$ cat src/rtl/pio_pkg.sv
`timescale 1ns/1ps
package pio_pkg;
  localparam int unsigned REGW   = 32;
  localparam int unsigned ADDR_W = 9;

  localparam logic [ADDR_W-1:0] OFS_DATA1 = 9'h000;
  localparam logic [ADDR_W-1:0] OFS_DIR1  = 9'h004;
  localparam logic [ADDR_W-1:0] OFS_DATA2 = 9'h008;
  localparam logic [ADDR_W-1:0] OFS_DIR2  = 9'h00C;
  localparam logic [ADDR_W-1:0] OFS_GIE   = 9'h11C;
  localparam logic [ADDR_W-1:0] OFS_STAT  = 9'h120;
  localparam logic [ADDR_W-1:0] OFS_IER   = 9'h128;
  localparam int unsigned       GIE_BIT   = 31;

  // Readback for a data register: pins where input, register where output.
  function automatic logic [REGW-1:0] mix_read(logic [REGW-1:0] pins,
                                               logic [REGW-1:0] dout,
                                               logic [REGW-1:0] dir);
    return (pins & dir) | (dout & ~dir);
  endfunction

  // Status update: 1-writes toggle, fresh events set with priority.
  function automatic logic [1:0] next_status(logic [1:0] cur,
                                             logic [1:0] tog,
                                             logic [1:0] evt);
    return (cur ^ tog) | evt;
  endfunction
endpackage

$ cat src/rtl/pio_chan.sv
`timescale 1ns/1ps
module pio_chan #(
  parameter int unsigned W        = 32,
  parameter logic [W-1:0] DOUT_RST = '0,
  parameter logic [W-1:0] DIR_RST  = '1,
  parameter bit          ALL_IN   = 1'b0,
  parameter bit          ALL_OUT  = 1'b0,
  parameter bit          PRESENT  = 1'b1
) (
  input  logic         clk,
  input  logic         rst_n,
  input  logic         wr_data_en,
  input  logic         wr_dir_en,
  input  logic [W-1:0] wdata,
  input  logic [W-1:0] pin_in,
  output logic [W-1:0] pin_out,
  output logic [W-1:0] pin_oe,
  output logic [W-1:0] rd_data,
  output logic [W-1:0] rd_dir,
  output logic         chg_evt
);
  import pio_pkg::*;

  generate
    if (PRESENT) begin : g_on
      logic [W-1:0] dout_q, dir_q, sync1_q, sync2_q, prev_q, dir_eff;

      always_comb begin
        if (ALL_IN)       dir_eff = '1;
        else if (ALL_OUT) dir_eff = '0;
        else              dir_eff = dir_q;
      end

      always_ff @(posedge clk) begin
        if (!rst_n) begin
          dout_q  <= DOUT_RST;
          dir_q   <= DIR_RST;
          sync1_q <= '0;
          sync2_q <= '0;
          prev_q  <= '0;
        end else begin
          if (wr_data_en) dout_q <= wdata;
          if (wr_dir_en)  dir_q  <= wdata;
          sync1_q <= pin_in;
          sync2_q <= sync1_q;
          prev_q  <= sync2_q;
        end
      end

      logic [REGW-1:0] mixed;
      assign mixed   = mix_read(REGW'(sync2_q), REGW'(dout_q), REGW'(dir_eff));
      assign rd_data = mixed[W-1:0];
      assign rd_dir  = dir_eff;
      assign pin_out = dout_q;
      assign pin_oe  = ~dir_eff;
      assign chg_evt = |((sync2_q ^ prev_q) & dir_eff);
    end else begin : g_off
      logic unused_in;
      assign unused_in = ^{wr_data_en, wr_dir_en, wdata, pin_in, clk, rst_n};
      assign rd_data = '0;
      assign rd_dir  = '0;
      assign pin_out = '0;
      assign pin_oe  = '0;
      assign chg_evt = 1'b0;
    end
  endgenerate
endmodule

$ cat src/rtl/pio_irq.sv
`timescale 1ns/1ps
module pio_irq #(
  parameter bit PRESENT = 1'b1
) (
  input  logic       clk,
  input  logic       rst_n,
  input  logic [1:0] evt,
  input  logic       gie_wr,
  input  logic       stat_wr,
  input  logic       ier_wr,
  input  logic       wbit_gie,
  input  logic [1:0] wlo,
  output logic       gie,
  output logic [1:0] stat,
  output logic [1:0] ier,
  output logic       irq
);
  import pio_pkg::*;

  generate
    if (PRESENT) begin : g_on
      logic       gie_q;
      logic [1:0] stat_q, ier_q;
      always_ff @(posedge clk) begin
        if (!rst_n) begin
          gie_q  <= 1'b0;
          stat_q <= '0;
          ier_q  <= '0;
        end else begin
          if (gie_wr) gie_q <= wbit_gie;
          if (ier_wr) ier_q <= wlo;
          stat_q <= next_status(stat_q, stat_wr ? wlo : 2'b00, evt);
        end
      end
      assign gie  = gie_q;
      assign stat = stat_q;
      assign ier  = ier_q;
      assign irq  = gie_q & |(stat_q & ier_q);
    end else begin : g_off
      logic unused_in;
      assign unused_in = ^{clk, rst_n, evt, gie_wr, stat_wr, ier_wr, wbit_gie, wlo};
      assign gie  = 1'b0;
      assign stat = '0;
      assign ier  = '0;
      assign irq  = 1'b0;
    end
  endgenerate
endmodule

$ cat src/rtl/pio_pair.sv
`timescale 1ns/1ps
module pio_pair #(
  parameter int unsigned W1        = 32,
  parameter int unsigned W2        = 32,
  parameter bit          DUAL      = 1'b1,
  parameter bit          IRQ_ON    = 1'b1,
  parameter logic [31:0] DOUT_RST1 = 32'h0,
  parameter logic [31:0] DOUT_RST2 = 32'h0,
  parameter logic [31:0] DIR_RST1  = 32'hFFFF_FFFF,
  parameter logic [31:0] DIR_RST2  = 32'hFFFF_FFFF,
  parameter bit          ALL_IN1   = 1'b0,
  parameter bit          ALL_IN2   = 1'b0,
  parameter bit          ALL_OUT1  = 1'b0,
  parameter bit          ALL_OUT2  = 1'b0
) (
  input  logic          clk,
  input  logic          rst_n,
  input  logic          bus_req,
  input  logic          bus_we,
  input  logic [8:0]    bus_addr,
  input  logic [31:0]   bus_wdata,
  output logic [31:0]   bus_rdata,
  output logic          bus_rvalid,
  input  logic [W1-1:0] pin_in1,
  output logic [W1-1:0] pin_out1,
  output logic [W1-1:0] pin_oe1,
  input  logic [W2-1:0] pin_in2,
  output logic [W2-1:0] pin_out2,
  output logic [W2-1:0] pin_oe2,
  output logic          irq
);
  import pio_pkg::*;

  logic wr;
  assign wr = bus_req & bus_we;

  logic [W1-1:0] rd_data1, rd_dir1;
  logic [W2-1:0] rd_data2, rd_dir2;
  logic [1:0]    chg_evt;
  logic          gie;
  logic [1:0]    stat, ier;

  pio_chan #(.W(W1), .DOUT_RST(DOUT_RST1[W1-1:0]), .DIR_RST(DIR_RST1[W1-1:0]),
             .ALL_IN(ALL_IN1), .ALL_OUT(ALL_OUT1), .PRESENT(1'b1)) u_ch1 (
    .clk(clk), .rst_n(rst_n),
    .wr_data_en(wr && bus_addr == OFS_DATA1),
    .wr_dir_en (wr && bus_addr == OFS_DIR1),
    .wdata(bus_wdata[W1-1:0]), .pin_in(pin_in1),
    .pin_out(pin_out1), .pin_oe(pin_oe1),
    .rd_data(rd_data1), .rd_dir(rd_dir1), .chg_evt(chg_evt[0]));

  pio_chan #(.W(W2), .DOUT_RST(DOUT_RST2[W2-1:0]), .DIR_RST(DIR_RST2[W2-1:0]),
             .ALL_IN(ALL_IN2), .ALL_OUT(ALL_OUT2), .PRESENT(DUAL)) u_ch2 (
    .clk(clk), .rst_n(rst_n),
    .wr_data_en(wr && bus_addr == OFS_DATA2),
    .wr_dir_en (wr && bus_addr == OFS_DIR2),
    .wdata(bus_wdata[W2-1:0]), .pin_in(pin_in2),
    .pin_out(pin_out2), .pin_oe(pin_oe2),
    .rd_data(rd_data2), .rd_dir(rd_dir2), .chg_evt(chg_evt[1]));

  pio_irq #(.PRESENT(IRQ_ON)) u_irq (
    .clk(clk), .rst_n(rst_n), .evt(chg_evt),
    .gie_wr (wr && bus_addr == OFS_GIE),
    .stat_wr(wr && bus_addr == OFS_STAT),
    .ier_wr (wr && bus_addr == OFS_IER),
    .wbit_gie(bus_wdata[GIE_BIT]), .wlo(bus_wdata[1:0]),
    .gie(gie), .stat(stat), .ier(ier), .irq(irq));

  logic [REGW-1:0] rd_next;
  always_comb begin
    case (bus_addr)
      OFS_DATA1: rd_next = REGW'(rd_data1);
      OFS_DIR1:  rd_next = REGW'(rd_dir1);
      OFS_DATA2: rd_next = REGW'(rd_data2);
      OFS_DIR2:  rd_next = REGW'(rd_dir2);
      OFS_GIE:   rd_next = {gie, 31'b0};
      OFS_STAT:  rd_next = {30'b0, stat};
      OFS_IER:   rd_next = {30'b0, ier};
      default:   rd_next = '0;
    endcase
  end

  always_ff @(posedge clk) begin
    if (!rst_n) begin
      bus_rdata  <= '0;
      bus_rvalid <= 1'b0;
    end else begin
      bus_rvalid <= bus_req & ~bus_we;
      if (bus_req && !bus_we) bus_rdata <= rd_next;
    end
  end
endmodule

$ cat config.mk
export PLATFORM = sky130hd
export DESIGN_NAME = pio_pair
export DESIGN_NICKNAME = d
export VERILOG_FILES = /design/src/rtl/pio_pkg.sv /design/src/rtl/pio_chan.sv /design/src/rtl/pio_irq.sv /design/src/rtl/pio_pair.sv
export SDC_FILE = /design/constraint.sdc
export NUM_CORES = 1
export LEC_CHECK = 0
export ABC_AREA = 1
export ABC_CLOCK_PERIOD_IN_PS = 1900
export BUFFER_PORTS_ARGS = -buffer_cell sky130_fd_sc_hd__clkbuf_2
export CAP_MARGIN = 30
export CELL_PAD_IN_SITES_DETAIL_PLACEMENT = 0
export CELL_PAD_IN_SITES_GLOBAL_PLACEMENT = 2
export CORE_AREA = 2 2 214 216
export CTS_BUF_LIST = sky130_fd_sc_hd__clkbuf_4
export CTS_CLUSTER_DIAMETER = 100
export CTS_CLUSTER_SIZE = 28
export DETAILED_ROUTE_END_ITERATION = 12
export DIE_AREA = 0 0 216 218
export GPL_TIMING_DRIVEN = 0
export PLACE_DENSITY_LB_ADDON = 0.05
export SYNTH_ARGS = -nofsm -noshare
export SYNTH_HDL_FRONTEND = slang
export SYNTH_SLANG_ARGS = --single-unit
$ cat constraint.sdc
create_clock -name clk -period 1.9 [get_ports clk]
set_input_delay 0.57 -clock clk [delete_from_list [all_inputs] [get_ports clk]]
set_output_delay 0.57 -clock clk [all_outputs]
set_load 0.05 [all_outputs]
Yosys cells after proc, flatten, opt, wreduce, memory -nomap -nowiden
Cells that the tools add are included.
{"block": "word_totals", "ff_bits": 358, "word_cells": 55, "out_inout_bits": 162, "in_bits": 109}
{"block": "op_classes", "n_bitwise": 19, "n_mux": 2, "n_reduce_logical": 13, "n_eq_ne": 6}
{"op": "one-hot mux 32 bit (7 select lines)", "count": 1}
{"op": "AND 32 bit", "count": 6}
{"op": "inverter 32 bit", "count": 2}
{"op": "bitwise OR 32 bit", "count": 2}
{"op": "OR reduction 32 bit", "count": 2}
{"op": "XOR 32 bit", "count": 2}
{"op": "== test 9 bit (second input constant)", "count": 3}
{"op": "== test 9 x 4 -> 1 bit (second input constant)", "count": 2}
{"op": "== test 9 x 3 -> 1 bit (second input constant)", "count": 1}
{"op": "zero test 9 bit", "count": 1}
{"op": "logical AND 1 bit", "count": 8}
{"op": "AND 1 bit", "count": 3}
{"op": "AND 2 bit", "count": 1}
{"op": "two-way mux 2 bit", "count": 1}
{"op": "bitwise OR 2 bit", "count": 1}
{"op": "OR reduction 2 bit", "count": 1}
{"op": "XOR 2 bit", "count": 1}
{"op": "zero test 1 bit", "count": 1}
{"op": "inverter 1 bit", "count": 1}

Logic depth before layout (Yosys ltp)
{"block": "depth", "depth_word": 5, "ltp_mapped": 11, "ltp_nobuf": 10}

Hierarchy
From an unflattened synthesis, not the netlist that was laid out.
{"block": "hier_totals", "hier_cells": 2079, "area_unflattened_um2": 14432.6}
{"mod": "pio_chan", "cells_per_inst": 829, "instances": 2, "area_each_um2": 5941.9, "seq_area_each_um2": 3203.1}
{"mod": "pio_pair", "cells_per_inst": 387, "instances": 1, "area_each_um2": 2326.0, "seq_area_each_um2": 660.6}
{"mod": "pio_irq", "cells_per_inst": 34, "instances": 1, "area_each_um2": 222.7, "seq_area_each_um2": 100.1}

Worst setup path after synthesis
Ideal clock, no wire load.
{"block": "synth_timing", "path_kind": "register to output", "from": "reg u_irq.g_on.stat_q[1] (netlist: u_irq.stat[1])", "to": "out irq", "n_path_buf": 0, "setup_slack_ns": 0.148, "required_time_ns": 1.330, "stages_incl_launch_ff": 3, "t_arrival_ns": 1.182, "cell_sequence": "dfxtp_1 nand2_1 a21oi_1"}
{"block": "synth_via", "elab_chain_len": 3}
{"element": "from (decl)", "line_no": "pio_irq.sv:23", "text": "logic [1:0] stat_q, ier_q;"}
{"element": "from (signal assigned)", "line_no": "pio_irq.sv:32", "text": "stat_q <= next_status(stat_q, stat_wr ? wlo : 2'b00, evt);"}
{"element": "AND 2 bit", "line_no": "pio_irq.sv:38", "text": "assign irq = gie_q & |(stat_q & ier_q);"}
{"element": "OR reduction 2 bit", "line_no": "pio_irq.sv:38"}
{"element": "AND 1 bit", "line_no": "pio_irq.sv:38"}
{"element": "to (decl)", "line_no": "pio_pair.sv:30", "text": "output logic irq"}
Every way passes these cells.

Final worst setup path
{"block": "layout_timing", "from": "reg u_irq.g_on.stat_q[0] (netlist: u_irq.stat[0])", "to": "out irq"}
Same word-level chain as after synthesis.

==> results.cfg <==
[status]
failed_checks = setup timing
status = finished with violations

[floorplanning]
die_w_um = 216
core_area_um2 = 44900
die_area_um2 = 47100
die_y_um = 218
initial_utilization_pct = 31.6
io_pins = 271
rows = 78

[sta]
slew_viol_final = 0
relSlewSlack_pct = 35.6
layout_setup_ws_ns = -0.348
fmax_mhz = 445
hold_violations = 0
setup_violations = 161
finalCritPeriodShare_pct = 118
rsz0062_at_grt = true
finClkSkew_ns = 0.0494
worstMarginPinSlew_ns = 0.962
fin_hold_ws_ns = 0.0639
post-route-min-period_ns = 2.25

[detailed_routing]
wl_met3_um = 2500
drt_pass1_iterations = 5
drt_wl_total_um = 57600
m1WireLength_um = 26200
drt_iter0_drc = 947
dr_total_vias = 14300
routed.top_layer = met5
antenna_left = 0
via_per_inst = 4.56
wl_per_cell_um = 18.4
remaining_drc_errors = 0
wl_met2_um = 27600

[clock_network]
clk_pin_slew_ns = 0.31
insertion_delay_ns = 0.82
cts_sinks = 358
clock-root-buffer = clkbuf_4
clockBufferDepth = 3
numCtsBuffers = 16
htreeDepth = 1
tritoncts = built

[pwr]
power_mw = 12.0
p_leak_nw = 10.8
ir_drop_uv = 440
power_density_nw_per_um2 = 547

[layout]
design_area_um2 = 21900
nets = 2633
drive_gt1_share_pct = 29.4
nFillCells = 4493
post-route-util_pct = 48.7
area_growth_pct = 54.1

[setup_path]
path_max_fanout = 4
path_class = flip-flop to output pin
endpoint_kind = output pin
critPathLaunchType = flip-flop
critPathArrivalTime_ns = 1.68
critPathRequiredTime_ns = 1.33
r2r_cells = 12

[logic_synthesis]
synth.avg_cell_area_um2 = 7.16
syn_area_um2 = 14200
synth_fp_nets = 2091
yosysWarnings = 0
synthCells = 1982
synth-seq-cells = 358
yosysSeqAreaShare_pct = 50.5
ys_types = 26

[run]
drv_cap = 0

[global_route]
grt_pass1_wl_um = 85000
grtUsageTotal_pct = 24.1
grt_max_degree = 29
grt.overflow.total = 0
antenna_found_initial = 4
grt_pass1_vias = 13900

[placement]
place_congestion = 0.816
hpwl_um = 39300
port_buffers = 269
dp_slack_ns = -0.576
place_area_um2 = 16300

[worst_hold_path]
hold_class = input pin to flip-flop
hold_depth = 3
synthesized netlist by cell type:
library cell	number	area, µm²
nand2_1	561	2110
dfxtp_1	358	7170
inv_1	333	1250
nor2_1	156	586
a21oi_1	146	731
nand3_1	119	596
o21ai_0	113	566
clkbuf_1	58	218
o211ai_1	32	240
o21ai_1	20	100
buf_2	19	95.1
o22ai_1	18	113
o22ai_2	10	125
buf_6	7	78.8
or2_2	6	37.5
inv_2	4	15.0
nand4_1	4	25.0
buf_4	3	22.5
nand2_2	3	18.8
nor2_4	3	33.8
nor3_1	3	15.0
buf_1	2	7.51
inv_4	1	6.26
nand2_4	1	11.3
nor2_2	1	6.26
nor2_8	1	20.0
cell families (layout without fill, tap and decap cells):
group / Yosys count / after routing / synth area share, %
flops: 358 / 358 / 50.5
simple gates: 858 / 858 / 24.3
other cells: 0 / 4 / 0
buf+inv: 427 / 971 / 11.9
compound gates: 339 / 339 / 13.2
layout by cell type, fill, tap and decap left out, drive strengths merged:
| cell | count |
|---|---|
| nand2 | 565 |
| o21ai | 133 |
| clkbuf | 303 |
| a21oi | 146 |
| nor3 | 3 |
| dfxtp | 358 |
| clkinv | 3 |
| dlygate4sd3 | 90 |
| nand3 | 119 |
| nand4 | 4 |
| diode | 4 |
| or2 | 6 |
| nor2 | 161 |
| o211ai | 32 |
| o22ai | 28 |
| buf | 237 |
| inv | 338 |
final timing paths:
path	startpoint	slack, ns	end
worst max-delay path	u_irq.stat[0]	-0.35	irq
worst min-delay path	bus_wdata[21]	0.06	u_ch1.rd_dir[21]
worst max register to register	u_ch1.rd_dir[28]	0.20	u_irq.stat[0]
worst min register to register	u_ch1.g_on.sync1_q[10]	0.42	u_ch1.g_on.sync2_q[10]
what timing repair did:
| item | CTS | global route |
|---|---|---|
| resized for setup | 750 | 61 |
| hold buffers | 90 | 0 |
| setup endpoints to repair | 162 | 162 |
| pin swaps | 2 | 1 |
| hold endpoints to repair | 131 | 0 |
| buffers inserted | 139 | 25 |
stage by stage:
step                TNS, ns  instances
finish               -12.17       3130
floorplan                 0       1982
CTS                  -23.58       3101
detailed placement   -93.09       2852
global placement    -118.27       2851
global route         -25.63       3129
critical path: stages, from the launching register on:
cell     delay, ns
dfxtp_4       0.44
nand2_2       0.06
a21oi_4       0.18
buf_8         0.17
report_power, final:
group	switching [mW]	leakage [nW]	internal, mW
logic	0.819	7.74	0.541
clock network	2.35	0.0829	0.420
registers	0.136	2.95	7.69
total	3.31	10.8	8.65
per-layer routing:
layer | up-vias | GRT usage (%)
li1 | 7183 | -
met1 | 6640 | 31.6
met2 | 367 | 42.4
met3 | 66 | 2.82
met4 | 2 | 5.37
met5 | - | 0
cell type report:
| cell class | count | area [µm²] | share of cell area (%) |
|---|---|---|---|
| Timing Repair Buffer | 524 | 6330 | 28.9 |
| Tap cell | 600 | 751 | 3.43 |
| Clock inverter | 3 | 11.3 | 0.0515 |
| Sequential cell | 358 | 7480 | 34.2 |
| Antenna cell | 4 | 10.0 | 0.0458 |
| Buffer | 89 | 422 | 1.93 |
| Multi-Input combinational cell | 1197 | 5350 | 24.4 |
| Clock buffer | 17 | 128 | 0.584 |
| Inverter | 338 | 1400 | 6.39 |
Note: power is estimated with default switching activity, not from simulation.
